<file path="src/rtl/mcd_pkg.sv">
// Package: shared constants and types for the memory-map chip-select decoder.
// Assumes the address tag is A15..A11, so one tag value covers one 2K granule.
package mcd_pkg;

    localparam int TAG_W     = 5;               // A15..A11
    localparam int BLK_N     = 4;               // 8K blocks in the low 32K
    localparam int HI_GRAN   = 8;               // 2K granules in 8000-BFFF
    localparam int HI_GRAN_W = $clog2(HI_GRAN);
    localparam int OUT_W     = 8 + HI_GRAN;     // packed width of all outputs

    // Kind of bus cycle seen on the strobes
    typedef enum logic [2:0] {
        CYC_IDLE,
        CYC_READ,
        CYC_FETCH,
        CYC_WRITE,
        CYC_REFRESH,
        CYC_NONMEM
    } cyc_e;

    // Decoded windows, active high inside the block
    typedef struct packed {
        logic               rom0;
        logic               rom1;
        logic               cart;
        logic               mmio;
        logic               vram;
        logic               ram_lo;
        logic [HI_GRAN-1:0] ram_hi;
    } sel_t;

endpackage

</file>
<file path="src/rtl/mcd_block_decode.sv">
// Module: first decode stage. It classifies the bus cycle and splits the
// address space into the four low 8K blocks and the upper half.
// Assumes: /MREQ low with /IORQ high marks a memory cycle; /M1 only tags a fetch.
module mcd_block_decode
    import mcd_pkg::*;
(
    input  logic             clk,
    input  logic             rst_n,
    input  logic [TAG_W-1:0] addr_hi,
    input  logic             mreq_n,
    input  logic             iorq_n,
    input  logic             rd_n,
    input  logic             wr_n,
    input  logic             m1_n,
    output cyc_e             cyc,
    output logic [BLK_N-1:0] blk_en,
    output logic             up_en
);

    logic mem_go;

    // Purpose: name the cycle from the raw strobes
    always_comb begin
        if (mreq_n)
            cyc = iorq_n ? CYC_IDLE : CYC_NONMEM;
        else if (!iorq_n)
            cyc = CYC_NONMEM;
        else if (!wr_n)
            cyc = CYC_WRITE;
        else if (!rd_n)
            cyc = m1_n ? CYC_READ : CYC_FETCH;
        else
            cyc = CYC_REFRESH;
    end

    // Purpose: any memory cycle opens the decoder; a fetch counts like a read
    always_comb begin
        mem_go = (cyc == CYC_READ) || (cyc == CYC_FETCH) ||
                 (cyc == CYC_WRITE) || (cyc == CYC_REFRESH);
    end

    // Purpose: A15 combined with the memory gate selects one low 8K block
    for (genvar b = 0; b < BLK_N; b++) begin : g_blk
        assign blk_en[b] = mem_go && !addr_hi[TAG_W-1] &&
                           (addr_hi[TAG_W-2 -: 2] == 2'(b));
    end

    // Purpose: the upper half opens only in a memory cycle
    assign up_en = mem_go && addr_hi[TAG_W-1];

    // a cycle without a memory request never opens any block
    assert_gate_closed_R1: assert property (@(posedge clk) disable iff (!rst_n)
        (mreq_n || !iorq_n) |-> (blk_en == '0 && !up_en));

    // a fetch opens the same block as a read would
    assert_fetch_opens_R9: assert property (@(posedge clk) disable iff (!rst_n)
        (!mreq_n && iorq_n && !rd_n && !m1_n && !addr_hi[TAG_W-1]) |-> $onehot(blk_en));

endmodule

</file>
<file path="src/rtl/mcd_sub_decode.sv">
// Module: second decode stage. It splits the top low 8K block into 2K windows
// and the upper half into 2K RAM granules.
// Assumes: blk_en and up_en are already gated by the memory cycle.
module mcd_sub_decode
    import mcd_pkg::*;
(
    input  logic             clk,
    input  logic             rst_n,
    input  logic [TAG_W-1:0] addr_hi,
    input  logic [BLK_N-1:0] blk_en,
    input  logic             up_en,
    output sel_t             sel
);

    logic [1:0] sub;

    assign sub = addr_hi[1:0];

    // Purpose: map the low blocks and 2K windows of 6000-7FFF
    always_comb begin
        sel.rom0   = blk_en[0];
        sel.rom1   = blk_en[1];
        sel.cart   = blk_en[2] || (blk_en[3] && sub == 2'b00);
        sel.mmio   = blk_en[3] && sub == 2'b01;
        sel.vram   = blk_en[3] && sub == 2'b10;
        sel.ram_lo = blk_en[3] && sub == 2'b11;
    end

    // Purpose: one RAM granule per 2K in 8000-BFFF; A14 high leaves it open
    for (genvar g = 0; g < HI_GRAN; g++) begin : g_hi
        assign sel.ram_hi[g] = up_en && !addr_hi[TAG_W-2] &&
                               (addr_hi[HI_GRAN_W-1:0] == HI_GRAN_W'(g));
    end

    // the top 16K never produces a window
    assert_top_free_R7: assert property (@(posedge clk) disable iff (!rst_n)
        (addr_hi[TAG_W-1 -: 2] == 2'b11) |-> (sel == '0));

    // the I/O window decodes only at tag 01101
    assert_mmio_place_R4: assert property (@(posedge clk) disable iff (!rst_n)
        sel.mmio |-> (addr_hi == 5'b01101));

endmodule

</file>
<file path="src/rtl/mcd_strobe_qual.sv">
// Module: qualifies the I/O window with the read and write strobes, delays
// the video write qualification by one clock, and optionally registers the outputs.
// Assumes: sel comes from the decode stages and is gated by the memory cycle.
module mcd_strobe_qual
    import mcd_pkg::*;
#(
    parameter bit REG_OUT = 1'b1
) (
    input  logic             clk,
    input  logic             rst_n,
    input  sel_t             sel,
    input  logic             mreq_n,
    input  logic             iorq_n,
    input  logic             rd_n,
    input  logic             wr_n,
    output logic             rom0_cs_n,
    output logic             rom1_cs_n,
    output logic             cart_cs_n,
    output logic             mmio_rd_n,
    output logic             mmio_wr_n,
    output logic             vram_cs_n,
    output logic             vram_wr_n,
    output logic             ram_lo_cs_n,
    output logic [HI_GRAN-1:0] ram_hi_cs_n
);

    logic             vram_prev_q;
    logic [OUT_W-1:0] nxt_n;
    logic [OUT_W-1:0] out_n;

    // Purpose: remember whether the video window was decoded last clock
    always_ff @(posedge clk) begin
        if (!rst_n)
            vram_prev_q <= 1'b0;
        else
            vram_prev_q <= sel.vram;
    end

    // Purpose: qualify strobes and pack the active-low outputs
    always_comb begin
        nxt_n = ~{sel.rom0, sel.rom1, sel.cart,
                  sel.mmio && !rd_n, sel.mmio && !wr_n,
                  sel.vram, sel.vram && !wr_n && vram_prev_q,
                  sel.ram_lo, sel.ram_hi};
    end

    // Purpose: pick a registered or a direct output stage
    if (REG_OUT) begin : g_reg
        always_ff @(posedge clk) begin
            if (!rst_n)
                out_n <= '1;
            else
                out_n <= nxt_n;
        end
    end else begin : g_comb
        assign out_n = nxt_n;
    end

    assign {rom0_cs_n, rom1_cs_n, cart_cs_n, mmio_rd_n, mmio_wr_n,
            vram_cs_n, vram_wr_n, ram_lo_cs_n, ram_hi_cs_n} = out_n;

    // without a memory cycle the decode stages deliver no window
    assert_idle_quiet_R1: assert property (@(posedge clk) disable iff (!rst_n)
        (mreq_n || !iorq_n) |-> (sel == '0));

    // the video write strobe never leads the video select
    assert_vwr_after_cs_R8: assert property (@(posedge clk) disable iff (!rst_n)
        !vram_wr_n |-> (!vram_cs_n && $past(!vram_cs_n)));

    // at most one select is active on the outputs
    assert_one_select_R10: assert property (@(posedge clk) disable iff (!rst_n)
        $onehot0({!rom0_cs_n, !rom1_cs_n, !cart_cs_n, !(mmio_rd_n && mmio_wr_n),
                  !vram_cs_n, !ram_lo_cs_n, ~ram_hi_cs_n}));

endmodule

</file>
<file path="src/rtl/mem_cs_decoder.sv">
// Module: top of the memory-map chip-select decoder. It chains the block
// decode, the 2K sub-decode and the strobe qualification stages.
// Assumes: addr_hi carries A15..A11; all strobes are active low.
module mem_cs_decoder
    import mcd_pkg::*;
#(
    parameter bit REG_OUT = 1'b1
) (
    input  logic               clk,
    input  logic               rst_n,
    input  logic [TAG_W-1:0]   addr_hi,
    input  logic               mreq_n,
    input  logic               iorq_n,
    input  logic               rd_n,
    input  logic               wr_n,
    input  logic               m1_n,
    output logic               rom0_cs_n,
    output logic               rom1_cs_n,
    output logic               cart_cs_n,
    output logic               mmio_rd_n,
    output logic               mmio_wr_n,
    output logic               vram_cs_n,
    output logic               vram_wr_n,
    output logic               ram_lo_cs_n,
    output logic [HI_GRAN-1:0] ram_hi_cs_n
);

    cyc_e             cyc;
    logic [BLK_N-1:0] blk_en;
    logic             up_en;
    sel_t             sel;

    mcd_block_decode u_blk (
        .clk     (clk),
        .rst_n   (rst_n),
        .addr_hi (addr_hi),
        .mreq_n  (mreq_n),
        .iorq_n  (iorq_n),
        .rd_n    (rd_n),
        .wr_n    (wr_n),
        .m1_n    (m1_n),
        .cyc     (cyc),
        .blk_en  (blk_en),
        .up_en   (up_en)
    );

    mcd_sub_decode u_sub (
        .clk     (clk),
        .rst_n   (rst_n),
        .addr_hi (addr_hi),
        .blk_en  (blk_en),
        .up_en   (up_en),
        .sel     (sel)
    );

    mcd_strobe_qual #(.REG_OUT(REG_OUT)) u_qual (
        .clk         (clk),
        .rst_n       (rst_n),
        .sel         (sel),
        .mreq_n      (mreq_n),
        .iorq_n      (iorq_n),
        .rd_n        (rd_n),
        .wr_n        (wr_n),
        .rom0_cs_n   (rom0_cs_n),
        .rom1_cs_n   (rom1_cs_n),
        .cart_cs_n   (cart_cs_n),
        .mmio_rd_n   (mmio_rd_n),
        .mmio_wr_n   (mmio_wr_n),
        .vram_cs_n   (vram_cs_n),
        .vram_wr_n   (vram_wr_n),
        .ram_lo_cs_n (ram_lo_cs_n),
        .ram_hi_cs_n (ram_hi_cs_n)
    );

    // a fetch is classified apart from a read but opens the same windows
    assert_fetch_kind_R9: assert property (@(posedge clk) disable iff (!rst_n)
        (!mreq_n && iorq_n && wr_n && !rd_n && !m1_n) |-> (cyc == CYC_FETCH));

endmodule

</file>
<file path="config.mk">
export PLATFORM = sky130hd
export DESIGN_NAME = mem_cs_decoder
export DESIGN_NICKNAME = d
export VERILOG_FILES = /design/src/rtl/mcd_pkg.sv /design/src/rtl/mcd_block_decode.sv /design/src/rtl/mcd_sub_decode.sv /design/src/rtl/mcd_strobe_qual.sv /design/src/rtl/mem_cs_decoder.sv
export SDC_FILE = /design/constraint.sdc
export NUM_CORES = 1
export LEC_CHECK = 0
export ABC_CLOCK_PERIOD_IN_PS = 1400
export CORE_MARGIN = 8
export CORE_UTILIZATION = 39
export DETAILED_ROUTE_END_ITERATION = 10
export PLACE_DENSITY = 0.81
export REMOVE_ABC_BUFFERS = 1
export SYNTH_ARGS = -nofsm -noshare
export SYNTH_HDL_FRONTEND = slang
export SYNTH_SLANG_ARGS = --single-unit
</file>
<file path="constraint.sdc">
create_clock -name clk -period 1.4 [get_ports clk]
set_input_delay 0.21 -clock clk [delete_from_list [all_inputs] [get_ports clk]]
set_output_delay 0.21 -clock clk [all_outputs]
set_load 0.02 [all_outputs]
</file>
==> summary.txt <==
Detailed routing
  • Vias per cell: between 5 and 6
  • WL final: approximately 1300 µm
  • DRC viols: 0
  • Drt pass-1 iters: 4
  • Initial drt markers: 10
  • Antenna violation net count after detailed routing: 0
  • Routed len/inst: approximately 13 µm
  • Via count: ~500

Critical path
  • Worst reg2reg path depth: 1
  • Worst path arrival time: 1.33 ns
  • WP data required: about 1.6 ns
  • RR Startpoint: u_qual.vram_prev_q$_SDFF_PN0_
  • Crit. Startpoint: addr_hi[4]
  • Crit. End Element: flop
  • Critical Path Start Type: input port
  • Crit path to: u_qual.out_n[12]$_SDFF_PN1_
  • RR Endpoint: u_qual.out_n[9]$_SDFF_PN1_
  • Worst Path Max Fanout: 3
  • Setup CP Type: in -> reg
  • Setup slack, reg-to-reg: 0.89 ns

Clock network
  • Clock root buffer: clkbuf_4
  • Cts bufs inserted: 3
  • Clk sinks: 17
  • Worst-path clk slew: ~0.090 ns
  • TritonCTS clock tree: done
  • H-tree lvl count: 1
  • Clk buf depth: 2
  • Clock Latency Late Sink: between 0.2 and 0.3 ns

Synthesis
  • Sequential area share after synthesis: a little over three fifths
  • Post-Synthesis Cells: 48
  • Seq cells post-synth: 17
  • Yosys cell types: 18
  • Warning count from the yosys run: 0
  • Mean Syn Cell Area: between 10 and 15 µm²
  • Post-Syn Area: 541.8 µm²

Timing
  • Final setup vio count: 0
  • Max-slew headroom: 83.62%
  • F_max: around 850 MHz
  • Sum Neg Setup Slack: 0 ns
  • Part of the cycle the worst path needs: between 80 and 90%
  • Setup ws final: approximately 0.23 ns
  • Final Hold Violating Endpoints: 0
  • Worst-Margin Slew: 0.2453 ns
  • RSZ-0062 raised after global routing: false
  • Pins over their slew limit: 0
  • Clk_skew: roughly 0.00023 ns
  • Minimum hold slack: between 0.4 and 0.5 ns
  • Final min period: around 1.2 ns

Floorplanning
  • Starting density of the core: a little over two fifths
  • Io pins: 28
  • Die height: 53.27 µm
  • Core area: approximately 1300 µm²
  • Num rows: 13
  • DIE WIDTH: around 53 µm
  • Die area: 2838 µm²

Power and ir drop
  • P_leak: around 0.3 nW
  • PD cells: ~930 nW/µm²
  • Max IR drop VDD: 567.1 µV

Finish
  • Fillcell total: approximately 120
  • FF+latch area: ~340 µm²
  • Final #Nets: 96
  • Share of post-route cells with drive strength above 1: 12.05%
  • Diodes inserted: 0
  • Multi-input logic area: between 150 and 200 µm²
  • Leading cell types in the layout, fill and taps excluded: dfxtp_1, dlygate4sd2_1, clkdlybuf4s50_1
  • Most common cell after layout, fill and taps aside: dfxtp_1
  • P&R area growth vs syn: 61.89%
  • Finished Layout Cells: between 90 and 100

Place
  • Inst Count DP: 94
  • Number of buffers added on ports: 26
  • Worst slack, placed: -0.06744 ns
  • Placer Congestion: slightly below 0.8

Global routing
  • Pin count of the biggest net entering global routing: 10
  • Number of global-route vias before repair: 523
  • Congestion Overflow GR: 0
  • Total GRT Usage: 9.719%
  • Global-route wire length before repair: roughly 2100 µm
  • Initial antenna violation count: 0

Hold path
  • Worst hold path class: reg -> reg

Flow run
  • Max_cap viols: 0

Run status
  • Outcome: finished clean
## report_power, final
group / internal [mW] / total (mW) / switching (mW)
clock: 0.110 / 0.246 / 0.136
combinational: 0.0487 / 0.0824 / 0.0337
sequential: 0.485 / 0.486 / 0.000385
total: 0.644 / 0.814 / 0.170
## Yosys cell counts
master     instances  share of area, %
dfxtp_1           17                63
nand3_1            5               4.6
nand4_1            5               5.8
nor2b_1            3               3.5
and2_1             2               2.3
buf_2              2               1.8
nand2_1            2               1.4
or4_1              2               2.8
and4b_1            1               1.8
and4bb_1           1               2.3
nand2b_1           1               1.2
nand3b_1           1               1.4
nand4b_1           1               1.6
nand4bb_1          1               2.1
nor2_1             1              0.69
nor4bb_1           1               1.8
o21ai_0            1              0.92
or3_1              1               1.2
## state kept, by name, indices dropped and copies added (netlist names)
signal and count:
u_qual.vram_prev_q 1, u_qual.out_n 16
## logic make-up after synthesis
group	count (synthesis)	synth area share, %
AOI/OAI and AO/OA	1	0.9229
and+or+nand+nor	28	34.41
DFF	17	62.82
buffers and inverters	2	1.848
## cell type report
type	count	share of cell area, %
sequential	17	38.80
timing repair buffer	33	34.24
multi-input combinational	29	21.83
clock buffer	4	2.996
tap	15	2.140
## metrics by stage
step	area [µm²]	power (mW)	util [%]
4_1_cts	872.1	0.8185	67.02
5_1_grt	877.1	0.8531	67.40
3_5_place_dp	863.3	0.5807	66.35
6_report	877.1	0.8140	67.40
3_3_place_gp	863.3	0.5776	66.35
2_1_floorplan	531.8	0.5185	-
## layer usage
layer | global-route usage, % | routed length (µm)
met1 | 10.24 | 532
met2 | 16.80 | 664
met3 | 1.961 | 61
met4 | 6.723 | 25
met5 | 0 | 0
## what timing repair did
action,CTS,global route
buffers inserted,0,0
setup endpoints to repair,14,2
resized for setup,14,2
hold buffers,0,0
## worst min path at each step
stage / from / endpoint / cells after the start
after global placement: u_qual.vram_prev_q$_SDFF_PN0_ / u_qual.out_n[9]$_SDFF_PN1_ / 1
after detailed placement: u_qual.vram_prev_q$_SDFF_PN0_ / u_qual.out_n[9]$_SDFF_PN1_ / 1
after CTS: u_qual.vram_prev_q$_SDFF_PN0_ / u_qual.out_n[9]$_SDFF_PN1_ / 1
final: u_qual.vram_prev_q$_SDFF_PN0_ / u_qual.out_n[9]$_SDFF_PN1_ / 1
after global routing: u_qual.vram_prev_q$_SDFF_PN0_ / u_qual.out_n[9]$_SDFF_PN1_ / 1
after floorplan: addr_hi[3] / u_qual.out_n[13]$_SDFF_PN1_ / 1
## worst max-delay path, stage by stage
cell and delay, ns:
clkdlybuf4s50_1 0.43, nand4bb_1 0.21, or4_1 0.47
No activity file was read; power rests on OpenSTA's default activity.
